==> config.mk <==
export PLATFORM = sky130hd
export DESIGN_NAME = txmode_seq
export DESIGN_NICKNAME = d
export VERILOG_FILES = /design/src/rtl/txmode_pkg.sv /design/src/rtl/txmode_start_gate.sv /design/src/rtl/txmode_lock_timer.sv /design/src/rtl/txmode_fsm.sv /design/src/rtl/txmode_seq.sv
export SDC_FILE = /design/constraint.sdc
export NUM_CORES = 1
export LEC_CHECK = 0
export BUFFER_PORTS_ARGS = -buffer_cell sky130_fd_sc_hd__buf_4
export CORE_UTILIZATION = 35
export DETAILED_ROUTE_END_ITERATION = 10
export SLEW_MARGIN = 20
export SYNTH_ARGS = -nofsm -noshare
export SYNTH_HDL_FRONTEND = slang
export SYNTH_SLANG_ARGS = --single-unit
==> constraint.sdc <==
create_clock -name clk -period 5.4 [get_ports clk]
set_input_delay 0.81 -clock clk [delete_from_list [all_inputs] [get_ports clk]]
set_output_delay 0.81 -clock clk [all_outputs]
set_load 0.005 [all_outputs]
==> src/rtl/txmode_pkg.sv <==
package txmode_pkg;

    localparam int MODE_W = 6;

    typedef enum logic [MODE_W-1:0] {
        MODE_OFF    = 6'b000001,
        MODE_START1 = 6'b000010,
        MODE_START2 = 6'b000100,
        MODE_CLKONLY= 6'b001000,
        MODE_TX1    = 6'b010000,
        MODE_TX2    = 6'b100000
    } mode_e;

endpackage

==> src/rtl/txmode_start_gate.sv <==
// Remembers the configuration-loaded and oscillator-ready events while
// starting up, so the later of the two opens the gate.
module txmode_start_gate (
    input  logic clk,
    input  logic rst_n,
    input  logic clr_i,
    input  logic cfg_done_i,
    input  logic osc_rdy_i,
    output logic ready_o
);

    typedef struct packed {
        logic cfg_seen;
        logic osc_seen;
    } gate_t;

    gate_t gate_d, gate_q;

    always_comb begin
        gate_d = gate_q;
        if (clr_i) begin
            gate_d.cfg_seen = 1'b0;
            gate_d.osc_seen = 1'b0;
        end else begin
            if (cfg_done_i) gate_d.cfg_seen = 1'b1;
            if (osc_rdy_i)  gate_d.osc_seen = 1'b1;
        end
    end

    always_ff @(posedge clk or negedge rst_n) begin
        if (!rst_n) gate_q <= '0;
        else        gate_q <= gate_d;
    end

    assign ready_o = (gate_q.cfg_seen | cfg_done_i) & (gate_q.osc_seen | osc_rdy_i);

endmodule

==> src/rtl/txmode_lock_timer.sv <==
// Saturating settling counter: cleared while idle, counts while running.
module txmode_lock_timer #(
    parameter int LOCK_CYCLES = 1280
) (
    input  logic clk,
    input  logic rst_n,
    input  logic clr_i,
    input  logic run_i,
    output logic done_o
);

    localparam int CNT_W = (LOCK_CYCLES > 1) ? $clog2(LOCK_CYCLES) : 1;
    localparam logic [CNT_W-1:0] LAST = CNT_W'(LOCK_CYCLES - 1);

    typedef struct packed {
        logic [CNT_W-1:0] cnt;
    } tmr_t;

    tmr_t tmr_d, tmr_q;

    always_comb begin
        tmr_d = tmr_q;
        if (clr_i) begin
            tmr_d.cnt = '0;
        end else if (run_i && (tmr_q.cnt != LAST)) begin
            tmr_d.cnt = tmr_q.cnt + 1'b1;
        end
    end

    always_ff @(posedge clk or negedge rst_n) begin
        if (!rst_n) tmr_q <= '0;
        else        tmr_q <= tmr_d;
    end

    assign done_o = run_i && (tmr_q.cnt == LAST);

endmodule

==> src/rtl/txmode_fsm.sv <==
// Mode state machine with registered PLL, PA and lock outputs.
module txmode_fsm
    import txmode_pkg::*;
(
    input  logic              clk,
    input  logic              rst_n,
    input  logic              en_i,
    input  logic              data_i,
    input  logic              start_ok_i,
    input  logic              lock_done_i,
    input  logic              clk_only_i,
    input  logic              ask_sel_i,
    output mode_e             mode_o,
    output logic              pll_en_o,
    output logic              pa_en_o,
    output logic              lock_o
);

    typedef struct packed {
        mode_e mode;
        logic  pll;
        logic  pa;
        logic  lock;
    } fsm_t;

    fsm_t st_d, st_q;
    logic pa_on_w;

    // PA follows data only in amplitude keying
    assign pa_on_w = !ask_sel_i || data_i;

    always_comb begin
        st_d = st_q;
        if (!en_i && !data_i) begin
            st_d.mode = MODE_OFF;
            st_d.pll  = 1'b0;
            st_d.pa   = 1'b0;
            st_d.lock = 1'b0;
        end else begin
            unique case (st_q.mode)
                MODE_OFF: begin
                    if (en_i && !data_i) st_d.mode = MODE_START1;
                end
                MODE_START1: begin
                    if (start_ok_i) begin
                        if (clk_only_i) begin
                            st_d.mode = MODE_CLKONLY;
                        end else begin
                            st_d.mode = MODE_START2;
                            st_d.pll  = 1'b1;
                        end
                    end
                end
                MODE_START2: begin
                    if (lock_done_i) begin
                        st_d.lock = 1'b1;
                        st_d.mode = pa_on_w ? MODE_TX1 : MODE_TX2;
                        st_d.pa   = pa_on_w;
                    end
                end
                MODE_TX1, MODE_TX2: begin
                    st_d.mode = pa_on_w ? MODE_TX1 : MODE_TX2;
                    st_d.pa   = pa_on_w;
                end
                MODE_CLKONLY: begin
                    st_d.pll = 1'b0;
                    st_d.pa  = 1'b0;
                end
                default: begin
                    st_d.mode = MODE_OFF;
                    st_d.pll  = 1'b0;
                    st_d.pa   = 1'b0;
                    st_d.lock = 1'b0;
                end
            endcase
        end
    end

    always_ff @(posedge clk or negedge rst_n) begin
        if (!rst_n) begin
            st_q.mode <= MODE_OFF;
            st_q.pll  <= 1'b0;
            st_q.pa   <= 1'b0;
            st_q.lock <= 1'b0;
        end else begin
            st_q <= st_d;
        end
    end

    assign mode_o   = st_q.mode;
    assign pll_en_o = st_q.pll;
    assign pa_en_o  = st_q.pa;
    assign lock_o   = st_q.lock;

endmodule

==> src/rtl/txmode_seq.sv <==
module txmode_seq
    import txmode_pkg::*;
#(
    parameter int LOCK_CYCLES = 1280
) (
    input  logic              clk,
    input  logic              rst_n,
    input  logic              en_i,
    input  logic              data_i,
    input  logic              cfg_done_i,
    input  logic              osc_rdy_i,
    input  logic              clk_only_i,
    input  logic              ask_sel_i,
    output logic [MODE_W-1:0] mode_o,
    output logic              pll_en_o,
    output logic              pa_en_o,
    output logic              lock_o
);

    mode_e mode_w;
    logic  start_ok_w;
    logic  lock_done_w;
    logic  in_off_w;
    logic  in_start1_w;
    logic  in_start2_w;

    assign in_off_w    = (mode_w == MODE_OFF);
    assign in_start1_w = (mode_w == MODE_START1);
    assign in_start2_w = (mode_w == MODE_START2);

    txmode_start_gate u_gate (
        .clk        (clk),
        .rst_n      (rst_n),
        .clr_i      (in_off_w),
        .cfg_done_i (cfg_done_i),
        .osc_rdy_i  (osc_rdy_i),
        .ready_o    (start_ok_w)
    );

    txmode_lock_timer #(
        .LOCK_CYCLES (LOCK_CYCLES)
    ) u_timer (
        .clk    (clk),
        .rst_n  (rst_n),
        .clr_i  (in_off_w || in_start1_w),
        .run_i  (in_start2_w),
        .done_o (lock_done_w)
    );

    txmode_fsm u_fsm (
        .clk         (clk),
        .rst_n       (rst_n),
        .en_i        (en_i),
        .data_i      (data_i),
        .start_ok_i  (start_ok_w),
        .lock_done_i (lock_done_w),
        .clk_only_i  (clk_only_i),
        .ask_sel_i   (ask_sel_i),
        .mode_o      (mode_w),
        .pll_en_o    (pll_en_o),
        .pa_en_o     (pa_en_o),
        .lock_o      (lock_o)
    );

    assign mode_o = mode_w;

endmodule

After elaboration in Yosys (flattened, before gate mapping)

Index checks and enable logic that the tools add are counted.

Flip-flop bits (word level): 22
Word-level logic and storage cells: 64

Add/subtract/negate cells: 1
Equal/unequal tests: 16
Mux-type cells: 17
Bitwise logic cells: 3
Reductions and logical operators: 20

Operators with widths:

| cell                                           | count |
|---|---|
| one-hot mux 6 bit (5 select lines)             | 1 |
| 2-to-1 mux 11 bit                              | 2 |
| 2-to-1 mux 6 bit                               | 3 |
| adder 11 x 1 -> 11 bit (second input constant) | 1 |
| == test 11 bit (second input constant)         | 1 |
| != test 11 bit (second input constant)         | 1 |
| 2-to-1 mux 9 bit                               | 1 |
| != test 3 x 2 -> 1 bit (second input constant) | 3 |
| != test 2 x 1 -> 1 bit (second input constant) | 4 |
| 2-to-1 mux 7 bit                               | 1 |
| == test 6 x 1 -> 1 bit (second input constant) | 1 |
| == test 6 x 2 -> 1 bit (second input constant) | 1 |
| == test 6 x 3 -> 1 bit (second input constant) | 1 |
| == test 6 x 4 -> 1 bit (second input constant) | 1 |
| == test 6 x 5 -> 1 bit (second input constant) | 1 |
| == test 6 bit (second input constant)          | 1 |
| nonzero test 2 bit                             | 3 |
| OR reduction 5 bit                             | 1 |
| logical AND 1 bit                              | 4 |
| 2-to-1 mux 2 bit                               | 2 |
| 2-to-1 mux 4 bit                               | 1 |
| one-hot mux 1 bit (2 select lines)             | 2 |
| AND reduction 2 bit                            | 2 |
| AND reduction 4 bit                            | 1 |
| 10 further kinds                               | 17 |

Longest topological paths before layout

Gate-level depths: netlist of the first run.

Word-level depth: 6
Depth in mapped cells: 7
Mapped depth without buffers: 5

Cells and area by module

From an unflattened synthesis of the first run, not the netlist that was laid out.

Cells, all modules: 148
Area total of the unflattened synthesis: 1426.4 um^2

Modules (own cells, without submodules):

| module            | times used | cells an instance | area each (um^2) |
|---|---|---|---|
| txmode_fsm        | 1          | 71                | 684.4 |
| txmode_lock_timer | 1          | 66                | 611.8 |
| txmode_start_gate | 1          | 5                 | 78.8 |
| txmode_seq        | 1          | 6                 | 51.3 |

Least setup slack after synthesis of the first run

OpenSTA, ideal clock, no wires.

Kind: register to register
From: register u_timer.tmr_q[0] in the netlist's numbering
To: register u_timer.tmr_q[9] in the netlist's numbering
Library setup time: 0.077 ns
Data arrival time: 1.739 ns
Path slack: 3.584 ns
Stages on the path, launching flop included: 7
Path buffers: 1
Clock period less this slack: 1.816 ns
Path through: dfrtp_1 -> ha_1 -> and3_1 -> and4_1 -> buf_2 -> or4_1 -> a21oi_1

Cells in the longest elaborated chain, start to end: 3
Elaborated cells on any way between the ends: 6
Classes of those cells: 1 x add/sub; 1 x eq/ne; 2 x mux; 2 x reduce/logical

RTL lines:

| item                                                     | RTL line                                         | RTL |
|---|---|---|
| from (decl)                                              | txmode_lock_timer.sv:19                          | `tmr_t tmr_d, tmr_q;` |
| from (signal assigned)                                   | txmode_lock_timer.sv:32                          | `else tmr_q <= tmr_d;` |
| adder 11 x 1 -> 11 bit or != test 11 bit (tied branches) | txmode_lock_timer.sv:26, txmode_lock_timer.sv:25 |  |
| 2-to-1 mux 11 bit or logical AND 1 bit (tied branches)   | txmode_lock_timer.sv:25                          | `end else if (run_i && (tmr_q.cnt != LAST)) begin` |
| 2-to-1 mux 11 bit or nonzero test 2 bit (tied branches)  | n/a                                              |  |

Parallel ways exist; a longest one is shown, timed or not. The select of a mux whose other input is x is not followed.
A chain may end at the register's enable or synchronous reset.

Worst setup path after layout of the first run

Ends and elaborated chain as after synthesis.

==> flow_summary_export.csv, run 1 <==
group,metric,value,unit
detailed_routing,vias,1108,
clock_network,insertion_delay,270,ps
pwr,ir_drop,0.000177,V
sta,slew_viol_final,0,
placement,place_ws,3390,ps
critical_path,worstPathRequired,5600,ps
critical_path,critPathBufInv,0,
floorplanning,ioPinCount,17,
synth,synth_area_leaders,"dfrtp_1, o31ai_1, or4_1, a21oi_1, o211ai_1",
synth,synth.most_common_cell,"dfrtp_1",
synth,synth_edf_count,0,
critical_path,critical-path-max-stage-delay,560,ps
clock_network,cts.sinks,22,
global_route,grt_max_degree,23,
clock_network,cts_buffer_depth,2,
clock_network,cts_max_level,1,
synth,ys_seq_area_share,42.5,%
synth,synthFlopType,"dfrtp_1",
sta,finalCritPeriodShare,37.6,%
critical_path,critPathTopFamily,"simple AND/OR/NAND/NOR gates",
critical_path,critical_path_arrival,2230,ps
outcome,status,"finished clean",
synth,syn_nets,141,
critical_path,slowest_stage,"or4_1",
sta,min_period,2030,ps
critical_path,r2r-start,"u_timer.tmr_q[0]",
critical_path,crit_path_end_kind,"flop",
floorplanning,num_rows,21,
floorplanning,die_w,62.9,µm
run,cap_violations,0,
sta,relSlewSlack,63.0,%
floorplanning,initial_core_util,37.7,%
placement,place_congestion,0.835,
global_route,grt_pass1_vias,1097,
detailed_routing,viasPerCell,5.80,
cells_and_area,area_delta_synth_final,14.3,%
global_route,grt_pass1_wl,5180,µm
synth,yosysWarnings,0,
pwr,p_per_area,356,nW/µm²
synth,synth_cells,132,
global_route,antenna_found_initial,0,
sta,hold_ws,417,ps
floorplanning,coreArea,3440,µm²
detailed_routing,drtPass1Iterations,4,
detailed_routing,ant_nets,0,
sta,fin_skew,8.12,ps
sta,worst_slew_pin_slew,555,ps
synth,avgSynthCellArea,9.83,µm²
critical_path,cp_cell_sequence,"ha_1, and3_1, and4_1, or4_1, a21oi_1",
placement,port-buffer-count,16,
sta,report.final.setup_viol,0,
clock_network,post_cts_resized,0,
synth,synth_area,1300,µm²
synth,ys_ff_latch,22,
critical_path,crit_fanout,18,
sta,hold_viol_final,0,
detailed_routing,drc_errors,0,
pwr,design_power_total,0.000528,W
synth,synth_common_cells,"dfrtp_1, a21oi_1",
global_route,grt_overflow_total,0,
detailed_routing,wirelength,3000,µm
sta,fmax,0.493,GHz
cells_and_area,antenna_cells,0,
cells_and_area,utilization,43.1,%
pwr,power.leakage,0.609,nW
critical_path,r2r_cells,5,
floorplanning,die_h,62.9,µm
synth,synth_area_leader_cell,"dfrtp_1",
detailed_routing,drt-initial-drc-count,31,
global_route,grtUsageTotal,16.7,%
sta,rsz0062_at_grt,"no",
critical_path,r2r_slack,3370,ps
detailed_routing,wl_per_cell,15.7,µm
clock_network,cts_setup_buffers,0,
sta,fin_tns_setup,0,ps
cells_and_area,layout-drive-gt1-share,18.6,%
floorplanning,die-area,3950,µm²
cells_and_area,layout.nets,155,
clock_network,numCtsBuffers,3,
sta,worst_slack,3370,ps
clock_network,ctsHoldBuffers,0,
worst_hold_path,hold_class,"primary input to async pin",
placement,dpl.hpwl,2130,µm
synth,yosysTopAreaCellShare,40.5,%
critical_path,rr_endpoint,"u_timer.tmr_q[9]",
synth,synth_cell_types,44,
clock_network,cts_root_buf,"clkbuf_8",
clock_network,clk_pin_slew,80,ps
clock_network,tritoncts,"built",
critical_path,crit_type,"flop to flop",
synth,ys_async_sr_fraction,100,%
critical_path,critPathLaunchType,"flop",
## metal layers
layer	GRT usage [%]	wire, µm	up-vias
met5	0	0	-
met4	7.56	51	0
met3	3.83	81	4
met2	28.1	1440	16
met1	20.1	1430	549
li1	-	-	539
## state kept, by name, indices dropped and copies added (netlist names)
signal and count:
u_fsm.lock_o 1, u_timer.tmr_q 11, u_gate.gate_q 2, u_fsm.pll_en_o 1, u_fsm.pa_en_o 1, u_fsm.mode_o 6
## power by group
group / switching (W) / leakage [nW] / internal [W]
clock: 0.0000556 / 0.0228 / 0.0000527
sequential: 0.0000345 / 0.298 / 0.000189
combinational: 0.000108 / 0.289 / 0.0000887
total: 0.000198 / 0.609 / 0.000330
## placed cells by master (no fill, tap or decap), types with 3 or more instances in the layout
| cell type | synthesis | layout |
|---|---|---|
| a21oi_1 | 9 | 9 |
| and2_1 | 3 | 3 |
| and3_1 | 4 | 4 |
| buf_4 | 1 | 16 |
| clkbuf_8 | 0 | 3 |
| dfrtp_1 | 21 | 21 |
| nand2_1 | 6 | 6 |
| nand3_1 | 7 | 7 |
| nand4_1 | 3 | 3 |
| nor2_1 | 6 | 6 |
| o211ai_1 | 5 | 5 |
| o21ai_0 | 7 | 7 |
| o31ai_1 | 7 | 7 |
| or4_1 | 7 | 7 |
| xor2_1 | 3 | 3 |
## logic make-up (layout without fill, tap and decap cells)
logic type	Yosys count	after routing	share of synthesized area, %
XOR/XNOR	3	3	2.03
AO/OA/AOI/OAI	38	38	20.0
buffers and inverters	8	21	3.18
flip-flops	22	22	42.5
AND/OR/NAND/NOR	58	58	29.8
multiplexers	2	2	1.54
adder cells (fa/ha/maj)	1	1	0.964
## how the worst max path moves through the flow
stage / startpoint / to / slack (ps) / depth (start not counted)
CTS: u_timer.tmr_q[0] / u_timer.tmr_q[9] / 3370 / 5
global placement: u_timer.tmr_q[0] / u_timer.tmr_q[9] / 3440 / 5
floorplan: u_timer.tmr_q[0] / u_timer.tmr_q[9] / 3580 / 6
finish: u_timer.tmr_q[0] / u_timer.tmr_q[9] / 3370 / 5
detailed placement: u_timer.tmr_q[0] / u_timer.tmr_q[9] / 3390 / 5
global route: u_timer.tmr_q[0] / u_fsm.mode_o[5] / 3210 / 5
## metrics by stage
stage	cell area (µm²)	instances
2_1_floorplan	1300	132
3_3_place_gp	1440	187
3_5_place_dp	1440	187
4_1_cts	1480	191
5_1_grt	1480	191
6_report	1480	191
## cell type report
type / instances / area [µm²]
Inverter: 1 / 3.75
Sequential cell: 22 / 552
Fill cell: 332 / 1960
Multi-Input combinational cell: 102 / 704
Tap cell: 46 / 57.6
Timing Repair Buffer: 16 / 120
Clock buffer: 4 / 45.0
No activity file was read; power rests on OpenSTA's default activity.
==> run 2, diff against run 1 <==
--- a/config.mk
+++ b/config.mk
@@ -5,6 +5,7 @@
 export SDC_FILE = /design/constraint.sdc
 export NUM_CORES = 1
 export LEC_CHECK = 0
+export ABC_AREA = 1
 export BUFFER_PORTS_ARGS = -buffer_cell sky130_fd_sc_hd__buf_4
 export CORE_UTILIZATION = 35
 export DETAILED_ROUTE_END_ITERATION = 10
==> constraint.sdc (replaced) <==
create_clock -name clk -period 2 [get_ports clk]
set_input_delay 0.3 -clock clk [delete_from_list [all_inputs] [get_ports clk]]
set_output_delay 0.3 -clock clk [all_outputs]
set_load 0.005 [all_outputs]
==> run 2 against run 1 <==
Net effect: first-iteration DRC count up 32%; clock skew down 4.9 ps; non-clock buffer count rose by 1; critical path depth rose by 4; power grew to 3.2 times the previous value; sequential cell count unchanged; cell area is 10% higher; final cell count is 32% higher; die area up 5.4%; synthesized area is 5.6% higher; count of clock-buffer cells in the layout shrank 1.
==> flow_summary_export.csv, run 2 <==
group,metric,value,unit
detailed_routing,viasPerCell,4.62,
cells_and_area,utilization,43.9,%
synth,syn_nets,193,
synth,synth_cell_types,26,
sta,slew_viol_final,0,
worst_hold_path,hold_class,"primary input to flop",
synth,yosysTopAreaCellShare,38.4,%
sta,relSlewSlack,77.8,%
placement,port-buffer-count,16,
detailed_routing,wirelength,2760,µm
critical_path,r2r_cells,9,
critical_path,r2r-start,"u_fsm.mode_o[0]",
clock_network,tritoncts,"built",
sta,fin_tns_setup,0,ps
floorplanning,die_h,64.6,µm
floorplanning,initial_core_util,36.9,%
critical_path,crit_type,"flop to flop",
synth,synth_edf_count,0,
critical_path,critPathBufInv,3,
global_route,grt_pass1_wl,4920,µm
pwr,ir_drop,0.000348,V
global_route,grtUsageTotal,15.2,%
synth,synth.most_common_cell,"nand2_1",
sta,hold_viol_final,0,
global_route,grt_max_degree,23,
critical_path,crit_path_end_kind,"flop",
run,cap_violations,0,
cells_and_area,layout-drive-gt1-share,22.9,%
placement,dpl.hpwl,2120,µm
sta,worst_slew_pin_slew,332,ps
synth,synthFlopType,"dfrtp_1",
outcome,status,"finished clean",
global_route,antenna_found_initial,0,
sta,report.final.setup_viol,0,
critical_path,slowest_stage,"dfstp_2",
synth,synth_cells,184,
global_route,grt_overflow_total,0,
cells_and_area,fillers,373,
clock_network,cts_buffer_depth,2,
cells_and_area,final_common_cell,"nand2_1",
pwr,p_per_area,1020,nW/µm²
critical_path,critPathLaunchType,"flop",
floorplanning,num_rows,22,
synth,ys_ff_latch,22,
clock_network,cts_root_buf,"clkbuf_8",
critical_path,cp-startpoint,"u_fsm.mode_o[0]",
sta,min_period,1590,ps
critical_path,timing.critical_path.mode_cell,"inv_2",
synth,synth_area_leaders,"dfrtp_1, nand2_1, inv_1, nor2_1, nand4_1",
synth,yosysWarnings,0,
cells_and_area,antenna_cells,0,
floorplanning,die_w,64.6,µm
clock_network,insertion_delay,270,ps
clock_network,cts_setup_buffers,0,
sta,fin_skew,3.21,ps
synth,ys_seq_area_share,40.3,%
detailed_routing,drtPass1Iterations,4,
critical_path,critical-path-max-stage-delay,560,ps
critical_path,crit_fanout,10,
sta,finalCritPeriodShare,79.6,%
sta,fmax,0.628,GHz
synth,synth_common_cells,"nand2_1, inv_1, dfrtp_1",
detailed_routing,drc_errors,0,
critical_path,critical_path_arrival,1750,ps
cells_and_area,final_cell_mix,"nand2_1, inv_1, dfrtp_1",
floorplanning,ioPinCount,17,
detailed_routing,vias,1169,
critical_path,path_depth,9,
synth,avgSynthCellArea,7.45,µm²
critical_path,critPathTopFamily,"simple AND/OR/NAND/NOR gates",
worst_hold_path,worstHoldPathCells,3,
placement,placement.cell_area,1550,µm²
clock_network,clk_pin_slew,90,ps
placement,place_congestion,0.849,
worst_hold_path,min-delay-start,"osc_rdy_i",
detailed_routing,drt-initial-drc-count,41,
cells_and_area,area_delta_synth_final,19.1,%
clock_network,post_cts_resized,0,
global_route,grt_pass1_vias,1113,
floorplanning,die-area,4170,µm²
cells_and_area,layout.nets,215,
synth,synth_area_leader_cell,"dfrtp_1",
critical_path,worstPathRequired,2160,ps
pwr,power.leakage,0.813,nW
cells_and_area,largest_reg_flops,11,
clock_network,cts.sinks,22,
synth,ys_async_sr_fraction,100,%
cells_and_area,fin_cells,253,
placement,dp.cells,248,
synth,synth_area,1370,µm²
detailed_routing,ant_nets,0,
cells_and_area,top_register,"u_timer.tmr_q",
clock_network,numCtsBuffers,3,
critical_path,cp_cell_sequence,"inv_1, nor2_1, nand3_2, nand2_2, inv_2, nand2_4, inv_2, nand2_1, o31ai_1",
floorplanning,coreArea,3720,µm²
clock_network,cts_max_level,1,
detailed_routing,wl_per_cell,10.9,µm
sta,rsz0062_at_grt,"no",
cells_and_area,fin_area,1630,µm²
## run 2: path summary, 6_finish.rpt
path / to / slack [ps]
min: u_gate.gate_q[0] / 270
max in group asynchronous: u_fsm.mode_o[0] / 1280
min reg2reg: u_fsm.pll_en_o / 480
max reg2reg: u_timer.tmr_q[2] / 410
max: u_timer.tmr_q[2] / 410
min in group asynchronous: u_timer.tmr_q[3] / 440
## run 2: logic make-up after synthesis
family / count (synthesis) / share of synthesized area, %
xor+xnor: 2 / 1.28
fa+ha+maj: 1 / 0.913
flops: 22 / 40.3
simple gates: 110 / 41.6
buf+inv: 32 / 8.86
compound gates: 17 / 7.03
## run 2: per-stage QoR
step,power [W],hold slack (ps),setup WS [ps]
3_5_place_dp,0.00125,207,406
6_report,0.00167,266,408
3_3_place_gp,0.00125,207,395
5_1_grt,0.00180,267,284
4_1_cts,0.00168,262,390
2_1_floorplan,0.00105,4.41,589
## run 2: repair_timing
item / in CTS / in global routing
endpoints found under the hold margin: 21 / 0
hold buffers: 1 / 0
setup endpoints to repair: 0 / 0
## run 2: area by class of cell
class / instances / area (µm²) / area share, %
Clock buffer: 3 / 41.3 / 2.53
Tap cell: 48 / 60.1 / 3.68
Inverter: 32 / 121 / 7.44
Multi-Input combinational cell: 130 / 697 / 42.7
Clock inverter: 1 / 30.0 / 1.84
Sequential cell: 22 / 552 / 33.8
Timing Repair Buffer: 17 / 130 / 7.98
## run 2: tightest hold or removal path, stage by stage
cell	delay, ps
buf_4	80
o21ai_0	80
inv_1	50
## run 2: where the power goes
part	internal [W]	switching, W
logic	0.000228	0.000435
clock network	0.000268	0.000161
registers	0.000524	0.0000505
total	0.00102	0.000646
## run 2: metal layers
layer  track usage [%]  share of wire, %
met5                 0                 0
met4              7.50               1.2
met3              2.29               1.7
met2              22.9                45
met1              21.1                52
